`src/rtl/spi_sema_pkg.sv`:
```
// Shared types for the buffer ownership semaphore.
// Assumes nothing; holds only encodings and event indices.
package spi_sema_pkg;
    typedef enum logic [1:0] {
        OWN_FREE    = 2'd0,
        OWN_CPU     = 2'd1,
        OWN_SLAVE   = 2'd2,
        OWN_HANDOFF = 2'd3
    } own_t;

    localparam int EVT_W   = 2;
    localparam int EVT_END = 0;
    localparam int EVT_ACQ = 1;
endpackage

```
`src/rtl/sema_owner_fsm.sv`:
```
// Ownership state machine: tracks who holds the buffers and emits
// one-cycle set pulses for the end and acquired events.
// Assumes strobes are sampled on the rising clock; any width is tolerated.
module sema_owner_fsm
    import spi_sema_pkg::*;
(
    input  logic clk,
    input  logic rst_n,
    input  logic acq,
    input  logic rel,
    input  logic cs,
    input  logic done,
    input  logic short_en,
    output own_t state,
    output logic set_acq,
    output logic set_end
);
    own_t nxt;

    // Next ownership and event pulses from current owner and inputs.
    always_comb begin
        nxt     = state;
        set_acq = 1'b0;
        set_end = 1'b0;
        unique case (state)
            OWN_FREE: begin
                if (acq) begin
                    nxt     = OWN_CPU;
                    set_acq = 1'b1;
                end else if (cs) begin
                    nxt = OWN_SLAVE;
                end
            end
            OWN_CPU: begin
                if (rel) begin
                    nxt = OWN_FREE;
                end else if (acq) begin
                    set_acq = 1'b1;
                end
            end
            OWN_SLAVE: begin
                if (done) begin
                    set_end = 1'b1;
                    if (acq || short_en) begin
                        nxt     = OWN_CPU;
                        set_acq = 1'b1;
                    end else begin
                        nxt = OWN_FREE;
                    end
                end else if (acq) begin
                    nxt = OWN_HANDOFF;
                end
            end
            OWN_HANDOFF: begin
                if (done) begin
                    set_end = 1'b1;
                    set_acq = 1'b1;
                    nxt     = OWN_CPU;
                end
            end
            default: nxt = OWN_FREE;
        endcase
    end

    // Ownership register.
    always_ff @(posedge clk) begin
        if (!rst_n) state <= OWN_FREE;
        else        state <= nxt;
    end
endmodule

```
`src/rtl/sema_evt_flags.sv`:
```
// Sticky event flags: each bit is set by hardware and cleared by software.
// A set in the same cycle as a clear leaves the bit set.
module sema_evt_flags #(
    parameter int W = 2
) (
    input  logic         clk,
    input  logic         rst_n,
    input  logic [W-1:0] set_i,
    input  logic [W-1:0] clr_i,
    output logic [W-1:0] flag_o
);
    for (genvar g = 0; g < W; g++) begin : g_flag
        // One sticky bit; set dominates clear.
        always_ff @(posedge clk) begin
            if (!rst_n)          flag_o[g] <= 1'b0;
            else if (set_i[g])   flag_o[g] <= 1'b1;
            else if (clr_i[g])   flag_o[g] <= 1'b0;
        end
    end
endmodule

```
`src/rtl/sema_irq_ctl.sv`:
```
// Interrupt enable mask with set/clear writes and the combined request.
// Assumes flag_i is registered upstream; irq is combinational from it.
module sema_irq_ctl #(
    parameter int W = 2
) (
    input  logic         clk,
    input  logic         rst_n,
    input  logic         set_wr,
    input  logic         clr_wr,
    input  logic [W-1:0] wdata,
    input  logic [W-1:0] flag_i,
    output logic [W-1:0] mask_o,
    output logic         irq_o
);
    logic [W-1:0] set_bits;
    logic [W-1:0] clr_bits;

    // Qualify write data by the write strobes.
    always_comb begin
        set_bits = set_wr ? wdata : '0;
        clr_bits = clr_wr ? wdata : '0;
    end

    // Mask register; clear wins over set for the same bit.
    always_ff @(posedge clk) begin
        if (!rst_n) mask_o <= '0;
        else        mask_o <= (mask_o | set_bits) & ~clr_bits;
    end

    // Request is any enabled, pending flag.
    always_comb irq_o = |(flag_i & mask_o);
endmodule

```
`src/rtl/spi_buf_sema.sv`:
```
// Top of the buffer ownership semaphore between the CPU and an SPI slave.
// Assumes a single clock domain; slave-side inputs are already synchronised.
module spi_buf_sema
    import spi_sema_pkg::*;
(
    input  logic             clk,
    input  logic             rst_n,
    input  logic             task_acquire,
    input  logic             task_release,
    input  logic             cs_active,
    input  logic             xfer_end,
    input  logic             short_end_acq,
    input  logic             clr_end_evt,
    input  logic             clr_acq_evt,
    input  logic             ie_set_wr,
    input  logic             ie_clr_wr,
    input  logic [EVT_W-1:0] ie_wdata,
    output logic [EVT_W-1:0] ie_mask,
    output logic [1:0]       own_state,
    output logic             evt_end,
    output logic             evt_acquired,
    output logic             slave_grant,
    output logic             irq
);
    own_t             state;
    logic             set_acq;
    logic             set_end;
    logic [EVT_W-1:0] evt_set;
    logic [EVT_W-1:0] evt_clr;
    logic [EVT_W-1:0] evt_flag;

    sema_owner_fsm u_fsm (
        .clk      (clk),
        .rst_n    (rst_n),
        .acq      (task_acquire),
        .rel      (task_release),
        .cs       (cs_active),
        .done     (xfer_end),
        .short_en (short_end_acq),
        .state    (state),
        .set_acq  (set_acq),
        .set_end  (set_end)
    );

    // Route event pulses and clear strobes into the flag vector.
    always_comb begin
        evt_set          = '0;
        evt_clr          = '0;
        evt_set[EVT_END] = set_end;
        evt_set[EVT_ACQ] = set_acq;
        evt_clr[EVT_END] = clr_end_evt;
        evt_clr[EVT_ACQ] = clr_acq_evt;
    end

    sema_evt_flags #(.W(EVT_W)) u_flags (
        .clk    (clk),
        .rst_n  (rst_n),
        .set_i  (evt_set),
        .clr_i  (evt_clr),
        .flag_o (evt_flag)
    );

    sema_irq_ctl #(.W(EVT_W)) u_irq (
        .clk    (clk),
        .rst_n  (rst_n),
        .set_wr (ie_set_wr),
        .clr_wr (ie_clr_wr),
        .wdata  (ie_wdata),
        .flag_i (evt_flag),
        .mask_o (ie_mask),
        .irq_o  (irq)
    );

    // Drive the port-level views of state and flags.
    always_comb begin
        own_state    = state;
        slave_grant  = (state == OWN_SLAVE) || (state == OWN_HANDOFF);
        evt_end      = evt_flag[EVT_END];
        evt_acquired = evt_flag[EVT_ACQ];
    end
endmodule

```
`config.mk`:
```
export PLATFORM = sky130hd
export DESIGN_NAME = spi_buf_sema
export DESIGN_NICKNAME = d
export VERILOG_FILES = /design/src/rtl/spi_sema_pkg.sv /design/src/rtl/sema_owner_fsm.sv /design/src/rtl/sema_evt_flags.sv /design/src/rtl/sema_irq_ctl.sv /design/src/rtl/spi_buf_sema.sv
export SDC_FILE = /design/constraint.sdc
export NUM_CORES = 1
export LEC_CHECK = 0
export ABC_AREA = 1
export BUFFER_PORTS_ARGS = -buffer_cell sky130_fd_sc_hd__buf_2
export CORE_AREA = 8 8 45 47
export CTS_BUF_LIST = sky130_fd_sc_hd__clkbuf_2
export DETAILED_ROUTE_END_ITERATION = 16
export DIE_AREA = 0 0 53 55
export HOLD_SLACK_MARGIN = 0.03
export PLACE_DENSITY = 0.53
export SETUP_SLACK_MARGIN = 0.2
export SYNTH_ARGS = -nofsm -noshare
export SYNTH_HDL_FRONTEND = slang
export SYNTH_SLANG_ARGS = --single-unit
```
`constraint.sdc`:
```
create_clock -name clk -period 1.1 [get_ports clk]
set_input_delay 0.165 -clock clk [delete_from_list [all_inputs] [get_ports clk]]
set_output_delay 0.165 -clock clk [all_outputs]
set_load 0.005 [all_outputs]
```
# Word level (Yosys, flattened, before mapping)
# Index checks and enable logic that the tools add are counted.
# totals
reg_bits	6
latch_bits	0
ram_bits	0
rom_bits	0
in_bits	13
out_inout_bits	8
word_cells	44
memories	0
# classes
n_addsub	0
multipliers	0
div	0
magnitude_cmp	0
eq_ne	7
n_shift	0
mux	21
bitwise	4
reduce_logical	8
# ops
operator	count
2-to-1 mux 2 bit	8
2-to-1 mux 1 bit	11
one-hot mux 2 bit (4 select lines)	1
inequality test 3 bit, second input constant	2
AND 2 bit	2
== test 2 bit, second input constant	2
inequality test 2 bit, second input constant	2
one-hot mux 1 bit (4 select lines)	1
AND reduction 4 bit	1
nonzero test 2 bit	2
OR reduction 2 bit	2
== test 2 x 1 -> 1 bit, second input constant	1
logical NOT 2 bit	1
logical OR 1 bit	2
NOT 2 bit	1
bitwise OR 2 bit	1

# Logic depth before layout (Yosys ltp)
# depth
word_depth	5
mapped_depth	8
mapped_depth_nobuf	7

# Cells and area by module
# Synthesis repeated with hierarchy kept, for this count alone.
# hier_totals
cells_unflattened	63
area_unflattened_um2	362.8
# modules_own_cells
module	n_inst	cells_each	area_each_um2	seq_area_each_um2
sema_owner_fsm	1	38	198.9	40.0
sema_irq_ctl	1	13	83.8	40.0
sema_evt_flags	1	11	76.3	40.0
spi_buf_sema	1	1	3.8	0.0

# Least setup slack after synthesis
# OpenSTA, ideal clock, no wires.
# synth_timing
path_type	flip-flop to flip-flop
startpoint	reg u_fsm.state[1]
endpoint	reg u_fsm.state[1]
setup_time_ps	117
t_arrival_ps	868
t_required_ps	983
path_slack_ps	115
stages_incl_launch_ff	9
n_path_buf	1
period_less_slack_ps	985
path_cell_list	dfxtp_1 > buf_6 > inv_4 > nor2_1 > nand2_1 > nand2_1 > nor2_2 > nor2_1 > nor2_1
# synth_via
elab_chain_len	3
word_cells_on_any_way	10
cone_classes	7 x eq/ne; 1 x mux; 2 x reduce/logical
# synth_rtl
element	line	rtl
from (decl)	sema_owner_fsm.sv:14	output own_t state,
from (signal assigned)	sema_owner_fsm.sv:68	else state <= nxt;
== test 2 bit (tied with other cells)	sema_owner_fsm.sv:25	unique case (state)
inequality test 3 bit (no source line) or inequality test 2 bit (tied branches)	-	
AND reduction 4 bit (no source line)	-	
# Several ways; a longest one is shown, not always the timed one.
# A chain may end at the register's enable or synchronous reset.

# Worst setup path in the final report
# layout_timing
startpoint	reg u_flags.flag_o[1]
endpoint	out irq
# layout_via
elab_chain_len	2
# layout_rtl
element	line	rtl
from (decl)	sema_evt_flags.sv:10	output logic [W-1:0] flag_o
from (signal, indexed assignment)	sema_evt_flags.sv:15	if (!rst_n) flag_o[g] <= 1'b0;
from (signal, indexed assignment)	sema_evt_flags.sv:16	else if (set_i[g]) flag_o[g] <= 1'b1;
from (signal, indexed assignment)	sema_evt_flags.sv:17	else if (clr_i[g]) flag_o[g] <= 1'b0;
AND 2 bit	sema_irq_ctl.sv:31	always_comb irq_o = |(flag_i & mask_o);
OR reduction 2 bit	sema_irq_ctl.sv:31	
to (decl)	spi_buf_sema.sv:23	output logic irq
# Every way passes these cells.

==> out/metrics.cfg <==
[cts]
clock_sinks = 6
clk_pin_slew_ns = 0.06
clockRootBuffer = clkbuf_2
hold_buffers = 0
cts_tree = yes
clockBufferDepth = 2
ctsHtreeMaxLevel = 1
cts_made_buffers = 3
clock_latency_ns = 0.21

[logic_synthesis]
synth.avg_cell_area_um2 = 6.56
syn_inst = 54
ys_seq_area_share_pct = 33.9
ys_warn_count = 0
synth-seq-cells = 6
synthTopCellsByArea = dfxtp_1, nand2_1, inv_1, nor2_1, a21oi_1
netlist_area_um2 = 354
synth_cell_types = 18
synth.top_cell.area_share_pct = 33.9
yosys.area.top_type = dfxtp_1
syn_nets = 67

[layout]
drive_gt1_share_pct = 47.4
nNetsFinal = 93
n_antenna_cell = 0
final_cell_area_um2 = 563
stdcell_count = 94
layout_commonest_cell = buf_2
multi_input_area_um2 = 200
sequential_cell_area_um2 = 130
mostFrequentLayoutCells = buf_2, nand2_1, inv_1
syn_to_final_growth_pct = 59.0
fill_cells = 159

[timing]
finClkSkew_ns = 0.000921
fmax_ghz = 0.970
min_period_over_period_pct = 93.7
relSlewSlack_pct = 87.4
rsz0062_at_grt = yes
slew_viol_final = 0
min_period_ns = 1.03
setup_viol = 0
tns_ns = 0
tightestPinTransition_ns = 0.189
final_hold_viol_count = 0

[setup_path]
crit_required_ns = 0.94
cp_slowest_cell = dfxtp_2
path_max_fanout = 2
path_buf_inv = 1
crit_chain = a22o_1 > buf_2
end_kind = primary output
start_kind = flip-flop
crit_arrival_ns = 0.87
path_class = reg2out
critical_path.max_stage_delay_ns = 0.32
worst_path_dominant_cell_family = flip-flops

[power_and_ir_drop]
p_per_area_nw_per_um2 = 1570
combPwrFrac_pct = 43.6
clkPwrFrac_pct = 16.7
p_int_uw = 556
leakagePower_nw = 0.293
seqPwrFrac_pct = 39.7
vdd_drop_max_v = 0.000521
p_switching_uw = 326
p_sw_share_pct = 37.0

[global_routing]
grt.overflow.total = 0
grt_max_degree = 8
grt_use_total_pct = 7.54
grt_pass1_vias = 410
grt_pass1_wl_mm = 1.61
antenna_found_initial = 0

[floorplan]
ios = 21
die-area_um2 = 2920
core_um2 = 1380
row_count = 14
die-height_um = 55
die_x_um = 53
start_util_pct = 25.6

[run_status]
outcome = complete, no violations

[drt]
vias = 439
totalWireLength_mm = 1.04
viasPerCell = 4.67
ant_nets = 0
drc = 0
dr.pass1.iters = 4
drt-wirelength-per-cell_um = 11.0
dr.first_iter.drc_count = 4

[place]
portBuffers = 20
hpwl_um = 831
place_inst = 88
place.gp.congestion = 0.703
placed_area_um2 = 474

[run]
cap_viol_max_count = 0

[worst_hold_path]
hp-class = in2reg

path summary, 6_finish.rpt:
kind / start / slack [ns] / end / cells past startpoint
hold reg to reg: u_flags.flag_o[0]$_SDFFE_PN0P_ / 0.48 / u_flags.flag_o[0]$_SDFFE_PN0P_ / 2
hold / removal: ie_clr_wr / 0.14 / u_irq.mask_o[1]$_SDFF_PN0_ / 2
setup / recovery: u_flags.flag_o[1]$_SDFFE_PN0P_ / 0.07 / irq / 2
setup reg to reg: u_fsm.state[1]$_SDFFE_PN0P_ / 0.14 / u_fsm.state[1]$_SDFFE_PN0P_ / 7
synthesized netlist by cell type:
library cell and instances:
nand4_1 1, a22o_1 1, dfxtp_1 6, inv_1 8, a21oi_1 4, nand2_2 1, nand2_1 12, a31oi_1 1
inv_4 1, clkbuf_1 1, nand3_1 3, a22oi_1 1, nor2_1 7, buf_6 1, a211oi_1 2, a21oi_2 1
nor2_2 2, o21ai_0 1
worst register-to-register path: stages (launching register included):
cell and delay, ns:
dfxtp_4 0.41, inv_4 0.06, nor2_4 0.08, nand2_1 0.06
nand2_1 0.08, nor2_2 0.04, nor2_1 0.08, nor2_1 0.04
power by group through the flow:
stage | logic, mW | clock network, mW | registers [mW]
2_1_floorplan | 0.231 | 0 | 0.311
3_3_place_gp | 0.292 | 0 | 0.338
3_5_place_dp | 0.293 | 0 | 0.339
4_1_cts | 0.370 | 0.163 | 0.348
5_1_grt | 0.434 | 0.175 | 0.358
6_report | 0.384 | 0.148 | 0.350
final cells by class:
class	instances	share of cell area, %
tap	16	3.56
timing repair buffer	23	28.7
clock buffer	3	2.67
multi-input combinational	37	35.6
inverter	9	6.44
sequential	6	23.1
logic make-up after synthesis:
group / count (synthesis) / synth area share (%)
compound gates: 11 / 20.1
buf+inv: 11 / 14.5
flops: 6 / 33.9
simple gates: 26 / 31.4
state kept, by name (all words and copies together) (netlist names):
register,count
u_flags.flag_o,2
u_irq.mask_o,2
u_fsm.state,2
what timing repair did:
action,4_1_cts,5_1_grt
resized for setup,8,4
pin swaps,1,2
setup endpoints to repair,6,9
setup buffers,3,0
metal layers:
layer / vias to the layer above / wire, µm / global-route usage [%]
li1: 222 / - / -
met1: 195 / 408 / 7.75
met4: 0 / 10 / 7.76
met3: 2 / 137 / 1.87
met5: - / 0 / 0
met2: 20 / 480 / 12.1
metrics by stage:
step	setup slack (ns)	total power [mW]	utilization, %	hold WS [ns]
after floorplan	0.157	0.541	-	0.261
after global placement	0.104	0.631	34.3	0.368
after detailed placement	0.0746	0.632	34.3	0.367
after CTS	0.0505	0.881	39.2	0.113
after global routing	0.0161	0.966	40.7	0.112
final	0.0690	0.882	40.7	0.135
Note: power is estimated with default switching activity, not from simulation.
